<file path="src/rtl/byte_scan_pkg.sv">
`timescale 1ns/1ps
package byte_scan_pkg;
  localparam int unsigned DEF_BYTE_W    = 8;
  localparam int unsigned DEF_NUM_BYTES = 5;

  // width of a position counter that must also hold the terminal value
  function automatic int unsigned pos_width(input int unsigned n_bytes);
    return $clog2(n_bytes + 1);
  endfunction
endpackage

</file>
<file path="src/rtl/scan_edge_det.sv">
`timescale 1ns/1ps
module scan_edge_det (
  input  logic clk,
  input  logic rst_n,
  input  logic strobe_i,
  output logic fall_o
);
  logic strobe_q;

  always_ff @(posedge clk or negedge rst_n) begin
    if (!rst_n) strobe_q <= 1'b0;
    else        strobe_q <= strobe_i;
  end

  assign fall_o = strobe_q & ~strobe_i;
endmodule

</file>
<file path="src/rtl/scan_seq.sv">
`timescale 1ns/1ps
module scan_seq #(
  parameter int unsigned NUM_BYTES = 5,
  parameter int unsigned POS_W     = 3
) (
  input  logic             clk,
  input  logic             rst_n,
  input  logic             load_i,
  input  logic             step_i,
  output logic [POS_W-1:0] pos_o,
  output logic             at_end_o
);
  localparam logic [POS_W-1:0] END_POS = POS_W'(NUM_BYTES);

  logic [POS_W-1:0] pos_q, pos_d;
  logic             pos_en;

  assign at_end_o = (pos_q == END_POS);

  always_comb begin
    pos_en = 1'b0;
    pos_d  = pos_q;
    if (load_i) begin
      pos_en = 1'b1;
      pos_d  = '0;
    end else if (step_i && !at_end_o) begin
      pos_en = 1'b1;
      pos_d  = pos_q + 1'b1;
    end
  end

  always_ff @(posedge clk or negedge rst_n) begin
    if (!rst_n)      pos_q <= '0;
    else if (pos_en) pos_q <= pos_d;
  end

  assign pos_o = pos_q;
endmodule

</file>
<file path="src/rtl/word_hold.sv">
`timescale 1ns/1ps
module word_hold #(
  parameter int unsigned BYTE_W    = 8,
  parameter int unsigned NUM_BYTES = 5,
  parameter int unsigned POS_W     = 3
) (
  input  logic                        clk,
  input  logic                        rst_n,
  input  logic                        load_i,
  input  logic [BYTE_W*NUM_BYTES-1:0] word_i,
  input  logic [POS_W-1:0]            sel_i,
  output logic [BYTE_W-1:0]           byte_o
);
  logic [BYTE_W-1:0] slot_q [NUM_BYTES];

  for (genvar g = 0; g < NUM_BYTES; g++) begin : g_slot
    always_ff @(posedge clk or negedge rst_n) begin
      if (!rst_n)      slot_q[g] <= '0;
      else if (load_i) slot_q[g] <= word_i[g*BYTE_W +: BYTE_W];
    end
  end

  always_comb begin
    byte_o = '0;
    for (int k = 0; k < NUM_BYTES; k++) begin
      if (sel_i == POS_W'(k)) byte_o = slot_q[k];
    end
  end
endmodule

</file>
<file path="src/rtl/byte_scan_mux.sv">
`timescale 1ns/1ps
module byte_scan_mux #(
  parameter int unsigned BYTE_W    = byte_scan_pkg::DEF_BYTE_W,
  parameter int unsigned NUM_BYTES = byte_scan_pkg::DEF_NUM_BYTES
) (
  input  logic                        clk,
  input  logic                        rst_n,
  input  logic                        scan_i,
  input  logic                        scan_rst_n_i,
  input  logic                        enable_n_i,
  input  logic [BYTE_W*NUM_BYTES-1:0] word_i,
  output logic [BYTE_W-1:0]           data_o,
  output logic                        data_oe_o,
  output logic                        chain_o
);
  localparam int unsigned POS_W = byte_scan_pkg::pos_width(NUM_BYTES);

  logic             scan_fall;
  logic             load;
  logic             step;
  logic             at_end;
  logic [POS_W-1:0] pos;
  logic [BYTE_W-1:0] cur_byte;

  assign load = ~scan_rst_n_i;
  assign step = scan_fall & ~enable_n_i;

  scan_edge_det u_edge (
    .clk      (clk),
    .rst_n    (rst_n),
    .strobe_i (scan_i),
    .fall_o   (scan_fall)
  );

  scan_seq #(.NUM_BYTES(NUM_BYTES), .POS_W(POS_W)) u_seq (
    .clk      (clk),
    .rst_n    (rst_n),
    .load_i   (load),
    .step_i   (step),
    .pos_o    (pos),
    .at_end_o (at_end)
  );

  word_hold #(.BYTE_W(BYTE_W), .NUM_BYTES(NUM_BYTES), .POS_W(POS_W)) u_hold (
    .clk    (clk),
    .rst_n  (rst_n),
    .load_i (load),
    .word_i (word_i),
    .sel_i  (pos),
    .byte_o (cur_byte)
  );

  assign data_oe_o = ~enable_n_i & scan_i & ~at_end;
  assign data_o    = data_oe_o ? cur_byte : '0;
  assign chain_o   = ~at_end;
endmodule

</file>
<file path="config.mk">
export PLATFORM = sky130hd
export DESIGN_NAME = byte_scan_mux
export DESIGN_NICKNAME = d
export VERILOG_FILES = /design/src/rtl/byte_scan_pkg.sv /design/src/rtl/scan_edge_det.sv /design/src/rtl/scan_seq.sv /design/src/rtl/word_hold.sv /design/src/rtl/byte_scan_mux.sv
export SDC_FILE = /design/constraint.sdc
export NUM_CORES = 1
export LEC_CHECK = 0
export BUFFER_PORTS_ARGS = -buffer_cell sky130_fd_sc_hd__buf_2
export CAP_MARGIN = 30
export CORE_MARGIN = 10
export CORE_UTILIZATION = 25
export DETAILED_ROUTE_END_ITERATION = 16
export GPL_ROUTABILITY_DRIVEN = 0
export HOLD_SLACK_MARGIN = 0.1
export MAX_ROUTING_LAYER = met4
export PLACE_DENSITY_LB_ADDON = 0.15
export SYNTH_ARGS = -nofsm -noshare
export SYNTH_HDL_FRONTEND = slang
export SYNTH_SLANG_ARGS = --single-unit
</file>
<file path="constraint.sdc">
create_clock -name clk -period 2.3 [get_ports clk]
set_input_delay 0.46 -clock clk [delete_from_list [all_inputs] [get_ports clk]]
set_output_delay 0.46 -clock clk [all_outputs]
set_load 0.005 [all_outputs]
</file>
# Word level (Yosys, flattened, before mapping)
# Index checks and enable logic that the tools add are counted.
dict set report totals {
  inputBits 45
  out_inout_bits 10
  regBits 44
  elab_cells 35
}
dict set report classes {
  muxes 10
  n_reduce_logical 4
  n_addsub 1
  bitwise 7
  n_eq_ne 6
}
# operator n
set op_table {}
lappend op_table {{two-way mux 8 bit} 6}
lappend op_table {{equality test 3 x 2 -> 1 bit, second input constant} 2}
lappend op_table {{equality test 3 bit, second input constant} 2}
lappend op_table {{two-way mux 3 bit} 2}
lappend op_table {{bitwise AND 1 bit} 4}
lappend op_table {{adder 3 x 1 -> 3 bit, second input constant} 1}
lappend op_table {{equality test 3 x 1 -> 1 bit, second input constant} 1}
lappend op_table {{logical NOT 3 bit} 1}
lappend op_table {{NOT 1 bit} 3}
lappend op_table {{two-way mux 1 bit} 2}
lappend op_table {{!= test 2 x 1 -> 1 bit, second input constant} 1}
lappend op_table {{AND reduction 2 bit} 1}
lappend op_table {{logical AND 1 bit} 1}
lappend op_table {{logical NOT 1 bit} 1}

# Depth between registers and ports, before layout
# Gate-level depths: netlist of run 1.
dict set report depth {
  word_depth 7
  depth_mapped 7
  mapped_depth_nobuf 5
}

# Hierarchy
# A second synthesis of run 1 with hierarchy kept.
dict set report unflattened {
  hier_cells 165
  hier_area_um2 2253.4
}
# mod seq_area_each_um2 cells_per_inst n_inst area_each_um2
set modules_own_cells {}
lappend modules_own_cells {word_hold 1001.0 134 1 1891.8}
lappend modules_own_cells {scan_seq 75.1 17 1 198.9}
lappend modules_own_cells {byte_scan_mux 0.0 12 1 123.9}
lappend modules_own_cells {scan_edge_det 25.0 2 1 38.8}

# Worst setup path after synthesis of run 1
# OpenSTA, ideal clock, no wires.
dict set report synth_timing {
  path_kind {register -> output}
  from {register u_seq.pos_q[0], in the netlist u_seq.pos_o[0]}
  to {output data_o[0]}
  t_arrival_ns 1.680
  required_ns 1.840
  slack_ns 0.160
  stages_incl_launch_ff 8
  n_path_buf 2
  path_cell_list {dfrtp_1 -> ha_1 -> ha_1 -> buf_6 -> or2_1 -> buf_6 -> a221o_1 -> a211oi_2}
}
dict set report synth_between {
  elab_chain_cells 7
  elab_cells_between_ends 14
  classes_between {eq/ne: 5; mux: 6; bitwise: 2; reduce/logical: 1}
}
# element line
set synth_rtl {}
lappend synth_rtl {{start: declaration} scan_seq.sv:15} ;# logic [POS_W-1:0] pos_q, pos_d;
lappend synth_rtl {{start signal: assignment} scan_seq.sv:34} ;# else if (pos_en) pos_q <= pos_d;
lappend synth_rtl {{logical NOT 3 bit} word_hold.sv:26} ;# if (sel_i == POS_W'(k)) byte_o = slot_q[k];
lappend synth_rtl {{two-way mux 8 bit (5 in a row)} word_hold.sv:26}
lappend synth_rtl {{two-way mux 8 bit (*)} byte_scan_mux.sv:54} ;# assign data_o = data_oe_o ? cur_byte : '0;
lappend synth_rtl {{end: declaration} byte_scan_mux.sv:12} ;# output logic [BYTE_W-1:0] data_o,
# Every way passes the cells marked *; elsewhere a longest branch is shown, timed or not.

# Worst setup path in the final report of run 1
dict set report layout_timing {
  from {register u_seq.pos_q[0], in the netlist u_seq.pos_o[0]}
  to {output data_o[3]}
}
# The elaborated chain is that of the path after synthesis.

==> flow_metrics.py, run 1 <==
metrics = {
    "status": {
        "status": "finished, violations left",
        "violations": "negative setup slack",
    },
    "setup_path": {
        "end_kind": "output port",
        "rrSetupSlack_ns": 0.74,
        "cp.required_ns": 1.84,
        "path_max_fanout": 8,
        "path_class": "reg2out",
        "arrival_ns": 2.03,
        "startpoint_type": "register",
    },
    "sta": {
        "finalClockSkew_ns": 0.000384,
        "fin_crit_sh": 1.08,
        "finalSetupTns_ns": -1.29,
        "finalSetupViolCount": 8,
        "finalHoldViolCount": 0,
        "relSlewSlack": 0.638,
        "tightestPinTransition_ns": 0.543,
        "timing.final.ws_setup_ns": -0.190,
        "rsz0062_at_grt": "true",
        "period_minus_slack_ns": 2.49,
        "maxSlewViolCount": 0,
        "clock.fmax_mhz": 402,
    },
    "clocking": {
        "cts.sinks": 44,
        "cts_buffers": 5,
        "htree_levels": 2,
        "cts_tree": "built",
        "clk_latency_ns": 0.30,
        "path_clk_slew_ns": 0.09,
        "cts_buffer_depth": 2,
        "cts_hold_buf": 0,
        "clockRootBuffer": "clkbuf_8",
    },
    "detailed_routing": {
        "vias": 1542,
        "wl_per_cell_um": 16.1,
        "drtPass1Iterations": 4,
        "antenna_left": 0,
        "drc": 0,
        "viasPerCell": 4.44,
        "drt_iter0_markers": 55,
        "drt_wl_total_mm": 5.59,
    },
    "logic_synthesis": {
        "yosys-top-cells-area": "dfrtp_1, mux2_2, a211oi_2, a21oi_1, a221o_1",
        "ys.warnings.count": 0,
        "synth_edf_count": 0,
        "avgSynthCellArea_um2": 12.2,
        "ys.flop_type": "dfrtp_1",
        "synth_cells": 179,
        "synth_top_cell_by_area": "dfrtp_1",
        "synth.distinct_cells": 24,
        "synthArstFlopShare": 1.00,
        "ys_seq_elements": 44,
        "ys_seq_area_frac": 0.504,
        "netlist_area_um2": 2180,
        "synth.top_cell.area_share": 0.504,
        "synth.net_count": 229,
    },
    "placed_design": {
        "hpwl_mm": 4.35,
        "port_buffers": 54,
        "dp_slack_ns": -0.0248,
    },
    "pwr": {
        "switching_power_mw": 0.463,
        "p_leak_nw": 1.22,
        "pwr-share-comb": 0.167,
        "pwr-share-seq": 0.526,
        "p_sw_frac": 0.275,
        "p_int_mw": 1.22,
        "pwr-share-clk": 0.307,
        "power.density_nw_per_um2": 612,
        "max-vdd-ir-drop_mv": 0.256,
    },
    "grt": {
        "grt_pass1_vias": 1715,
        "grt_max_degree": 26,
        "grt_pass1_wl_mm": 9.25,
        "grt_use_total": 0.0912,
        "overflow": 0,
        "antenna_found_initial": 0,
    },
    "die": {
        "io_pins": 55,
        "rows": 34,
        "core_area_um2": 8590,
        "die_h_um": 113,
        "die-area_um2": 12900,
        "die_w_um": 113,
        "initial_core_util": 0.254,
    },
    "layout": {
        "drive_above_1_share": 0.540,
        "area_delta_synth_final_pct": 26.2,
        "nets": 288,
        "num-fill-cells": 918,
        "antenna_cells": 0,
    },
    "worst_hold_path": {
        "min_path_type": "in2async",
    },
    "flow_run": {
        "maxCapViolations": 0,
    },
}
synthesized netlist by cell type (5+ instances only):
cell type / count
buf_2: 7
a211oi_2: 8
ha_1: 5
dfrtp_1: 44
a21oi_1: 19
nor2_1: 8
a221o_1: 8
mux2_2: 40
inv_1: 13
nand3b_1: 8
flip-flops by register name (all words and copies together) (netlist names):
name / count
u_seq.pos_o: 3
u_hold.slot_q: 40
u_edge.strobe_q: 1
cell families (layout without fill, tap and decap cells):
| group | Yosys count | after routing | share of synthesized area |
|---|---|---|---|
| AOI/OAI and AO/OA | 40 | 40 | 0.142 |
| adders and majority gates | 5 | 5 | 0.0286 |
| buffers and inverters | 25 | 85 | 0.0556 |
| DFF | 44 | 44 | 0.504 |
| muxes | 40 | 40 | 0.206 |
| and+or+nand+nor | 25 | 25 | 0.0636 |
per-stage QoR:
stage	area (µm²)	util	hold slack [ns]	std cells	power [mW]
global placement	2590	0.302	0.487	336	1.18
CTS	2720	0.317	0.155	345	1.73
detailed placement	2590	0.302	0.492	336	1.19
floorplan	2180	-	0.164	179	1.06
global route	2760	0.321	0.160	347	1.80
finish	2760	0.321	0.135	347	1.69
cell type report:
| class | count | area (µm²) | share of cell area |
|---|---|---|---|
| inverter | 13 | 48.8 | 0.0177 |
| multi-input combinational | 110 | 1010 | 0.365 |
| tap | 108 | 135 | 0.0490 |
| timing repair buffer | 64 | 370 | 0.134 |
| sequential | 44 | 1100 | 0.399 |
| clock buffer | 5 | 68.8 | 0.0250 |
| clock inverter | 3 | 25.0 | 0.00908 |
path summary, 6_finish.rpt:
path | start | endpoint | cells past startpoint
min in group clk | scan_i | u_edge.strobe_q$_DFF_PN0_ | 1
max reg2reg | u_seq.pos_o[0]$_DFFE_PN0P_ | u_seq.pos_o[2]$_DFFE_PN0P_ | 6
min | rst_n | u_hold.slot_q[18]$_DFFE_PN0N_ | 1
min reg2reg | u_hold.slot_q[18]$_DFFE_PN0N_ | u_hold.slot_q[18]$_DFFE_PN0N_ | 1
max in group asynchronous | rst_n | u_hold.slot_q[5]$_DFFE_PN0N_ | 2
max | u_seq.pos_o[0]$_DFFE_PN0P_ | data_o[3] | 6
worst max-delay path: stages, from the launching register on:
cell      delay (ns)
dfrtp_1         0.43
ha_2            0.22
ha_4            0.16
or2_4           0.27
a221o_1         0.30
a211oi_2        0.21
buf_2           0.15
routing by layer:
layer / up-vias / global-route usage / routed length, µm
li1: 757 / - / -
met1: 747 / 0.117 / 2740
met2: 33 / 0.138 / 2530
met3: 5 / 0.0210 / 238
met4: 0 / 0.0305 / 83
met5: - / - / 0
power by group through the flow:
stage / combinational, mW / clock, mW / sequential [mW]
after detailed placement: 0.284 / 0 / 0.903
after global routing: 0.315 / 0.590 / 0.897
after global placement: 0.282 / 0 / 0.902
final: 0.282 / 0.518 / 0.887
after CTS: 0.289 / 0.550 / 0.887
after floorplan: 0.176 / 0 / 0.888
cell usage in the layout (no fill, tap or decap):
| cell | instances |
|---|---|
| o21ai_0 | 2 |
| ha_2 | 2 |
| or2_4 | 1 |
| buf_2 | 54 |
| buf_4 | 8 |
| buf_12 | 2 |
| nand2b_1 | 1 |
| a311oi_1 | 1 |
| inv_2 | 1 |
| dfrtp_1 | 44 |
| clkinvlp_4 | 1 |
| a21oi_2 | 1 |
| inv_1 | 12 |
| a21o_1 | 1 |
| mux2_2 | 40 |
| nand3b_1 | 8 |
| a221o_1 | 8 |
| nand2_2 | 1 |
| nor2b_1 | 1 |
| clkbuf_8 | 5 |
| nor2_1 | 8 |
| and2_1 | 1 |
| nand3_1 | 2 |
| a21oi_1 | 19 |
| a211oi_2 | 8 |
| nand2_1 | 2 |
| inv_6 | 2 |
| ha_4 | 3 |
repair_timing:
item,4_1_cts,5_1_grt
setup buffers,1,2
endpoints found under the setup margin,9,8
resized for setup,7,3
pin swaps,1,1
No activity file was read; power rests on OpenSTA's default activity.
==> run 2: changes to the inputs <==
--- a/config.mk
+++ b/config.mk
@@ -14,6 +14,7 @@
 export HOLD_SLACK_MARGIN = 0.1
 export MAX_ROUTING_LAYER = met4
 export PLACE_DENSITY_LB_ADDON = 0.15
+export RECOVER_POWER = 25
 export SYNTH_ARGS = -nofsm -noshare
 export SYNTH_HDL_FRONTEND = slang
 export SYNTH_SLANG_ARGS = --single-unit
==> constraint.sdc (replaced) <==
create_clock -name clk -period 2.4 [get_ports clk]
set_input_delay 0.48 -clock clk [delete_from_list [all_inputs] [get_ports clk]]
set_output_delay 0.48 -clock clk [all_outputs]
set_load 0.005 [all_outputs]
==> flow_metrics.py, run 2 (same netlist as run 1, synthesis figures left out) <==
metrics = {
    "layout": {
        "fin_area_um2": 2760,
        "mostFrequentLayoutCell": "buf_2",
        "drive_above_1_share": 0.525,
        "largest_register": "u_hold.slot_q",
        "final_cell_mix": "buf_2, dfrtp_1, mux2_2",
        "largest_reg_flops": 40,
        "utilization": 0.321,
        "nets": 287,
        "area_delta_synth_final_pct": 26.5,
        "antenna_cells": 0,
    },
    "sta": {
        "fin_crit_sh": 1.05,
        "finalHoldViolCount": 0,
        "finalSetupViolCount": 8,
        "tightestPinTransition_ns": 1.48,
        "period_minus_slack_ns": 2.51,
        "finalClockSkew_ns": 0.00368,
        "rsz0062_at_grt": "true",
        "clock.fmax_mhz": 398,
        "timing.final.ws_setup_ns": -0.111,
        "relSlewSlack": 0.0153,
        "maxSlewViolCount": 0,
    },
    "detailed_routing": {
        "drt_iter0_markers": 69,
        "drtPass1Iterations": 4,
        "drt_wl_total_mm": 5.67,
        "antenna_left": 0,
        "drc": 0,
        "vias": 1533,
        "viasPerCell": 4.43,
        "wl_per_cell_um": 16.4,
    },
    "pwr": {
        "power_mw": 1.68,
        "p_leak_nw": 1.23,
        "power.density_nw_per_um2": 609,
        "max-vdd-ir-drop_mv": 0.192,
    },
    "setup_path": {
        "rrSetupSlack_ns": 0.84,
        "arrival_ns": 2.03,
        "path_class": "reg2out",
        "path_max_fanout": 8,
        "r2r-end": "u_seq.pos_o[2]$_DFFE_PN0P_",
        "startpoint_type": "register",
        "reg2reg_depth": 5,
        "cp.required_ns": 1.92,
        "r2r_start": "u_seq.pos_o[0]$_DFFE_PN0P_",
        "end_kind": "output port",
    },
    "placed_design": {
        "hpwl_mm": 4.42,
        "port_buffers": 54,
        "placedInstanceArea_um2": 2580,
    },
    "worst_hold_path": {
        "hold_end": "u_hold.slot_q[18]$_DFFE_PN0N_",
        "hold_path_startpoint": "word_i[18]",
        "min_path_cells": 2,
        "min_path_type": "in2reg",
    },
    "clocking": {
        "clockRootBuffer": "clkbuf_8",
        "cts_tree": "built",
        "cts.sinks": 44,
        "cts_buffer_depth": 2,
        "path_clk_slew_ns": 0.08,
        "htree_levels": 2,
        "cts_buffers": 5,
        "clk_latency_ns": 0.30,
    },
    "grt": {
        "overflow": 0,
        "grt_pass1_vias": 1714,
        "antenna_found_initial": 0,
        "grt_pass1_wl_mm": 9.12,
        "grt_max_degree": 27,
        "grt_use_total": 0.0899,
    },
    "die": {
        "initial_core_util": 0.254,
        "die_h_um": 113,
        "rows": 34,
        "core_area_um2": 8590,
        "die-area_um2": 12900,
        "die_w_um": 113,
        "io_pins": 55,
    },
    "flow_run": {
        "maxCapViolations": 0,
    },
    "status": {
        "violations": "negative setup slack",
        "status": "finished, violations left",
    },
}
-- run 2: cell types whose count changed in the layout (fill, tap and decap cells not counted), sizes merged --
cell	delta
clkinvlp	-1
buf	-3
clkbuf	+3
bufinv	+1
clkinv	+1
inv	-2
-- run 2: worst max-delay path, stage by stage (launching register included) --
cell and delay (ns):
dfrtp_1 0.43, ha_2 0.22, ha_4 0.16, or2_4 0.27, a221o_1 0.31, a211oi_2 0.20
buf_2 0.15
-- run 2: layout make-up --
| class | instances | area (µm²) |
|---|---|---|
| Clock buffer | 6 | 72.6 |
| Clock inverter | 2 | 35.0 |
| Fill cell | 909 | 5830 |
| Inverter | 13 | 48.8 |
| Multi-Input combinational cell | 110 | 1020 |
| Sequential cell | 44 | 1100 |
| Tap cell | 108 | 135 |
| Timing Repair Buffer | 63 | 348 |
-- run 2: routing by layer --
layer  GRT usage  part of all wire
met5           -                 0
met1       0.116              0.49
met4      0.0279             0.011
met2       0.135              0.46
met3      0.0226             0.040
-- run 2: worst max path at each step --
| stage | startpoint | to |
|---|---|---|
| final | u_seq.pos_o[0]$_DFFE_PN0P_ | data_o[4] |
| after floorplan | u_seq.pos_o[0]$_DFFE_PN0P_ | data_o[0] |
| after CTS | u_seq.pos_o[0]$_DFFE_PN0P_ | data_o[4] |
| after detailed placement | u_seq.pos_o[1]$_DFFE_PN0P_ | data_o[4] |
| after global routing | u_seq.pos_o[0]$_DFFE_PN0P_ | data_o[4] |
| after global placement | u_seq.pos_o[0]$_DFFE_PN0P_ | data_o[2] |
-- run 2: through the flow --
stage	std cells	TNS, ns	hold slack [ns]	setup slack, ns
2_1_floorplan	179	0	0.184	0.240
3_3_place_gp	336	0	0.488	0.102
3_5_place_dp	336	0	0.494	0.0638
4_1_cts	346	-0.801	0.198	-0.150
5_1_grt	346	-1.25	0.396	-0.178
6_report	346	-0.715	0.409	-0.111
-- run 2: timing repair --
action | CTS | global route
hold buffers | 0 | 0
setup endpoints to repair | 9 | 8
setup buffers | 2 | 0
pin swaps | 3 | 3
resized for setup | 9 | 3
-- run 2: report_power, final --
group | total, mW | internal (mW) | switching (mW)
Clock | 0.562 | 0.309 | 0.253
Combinational | 0.272 | 0.148 | 0.124
Sequential | 0.850 | 0.811 | 0.0388
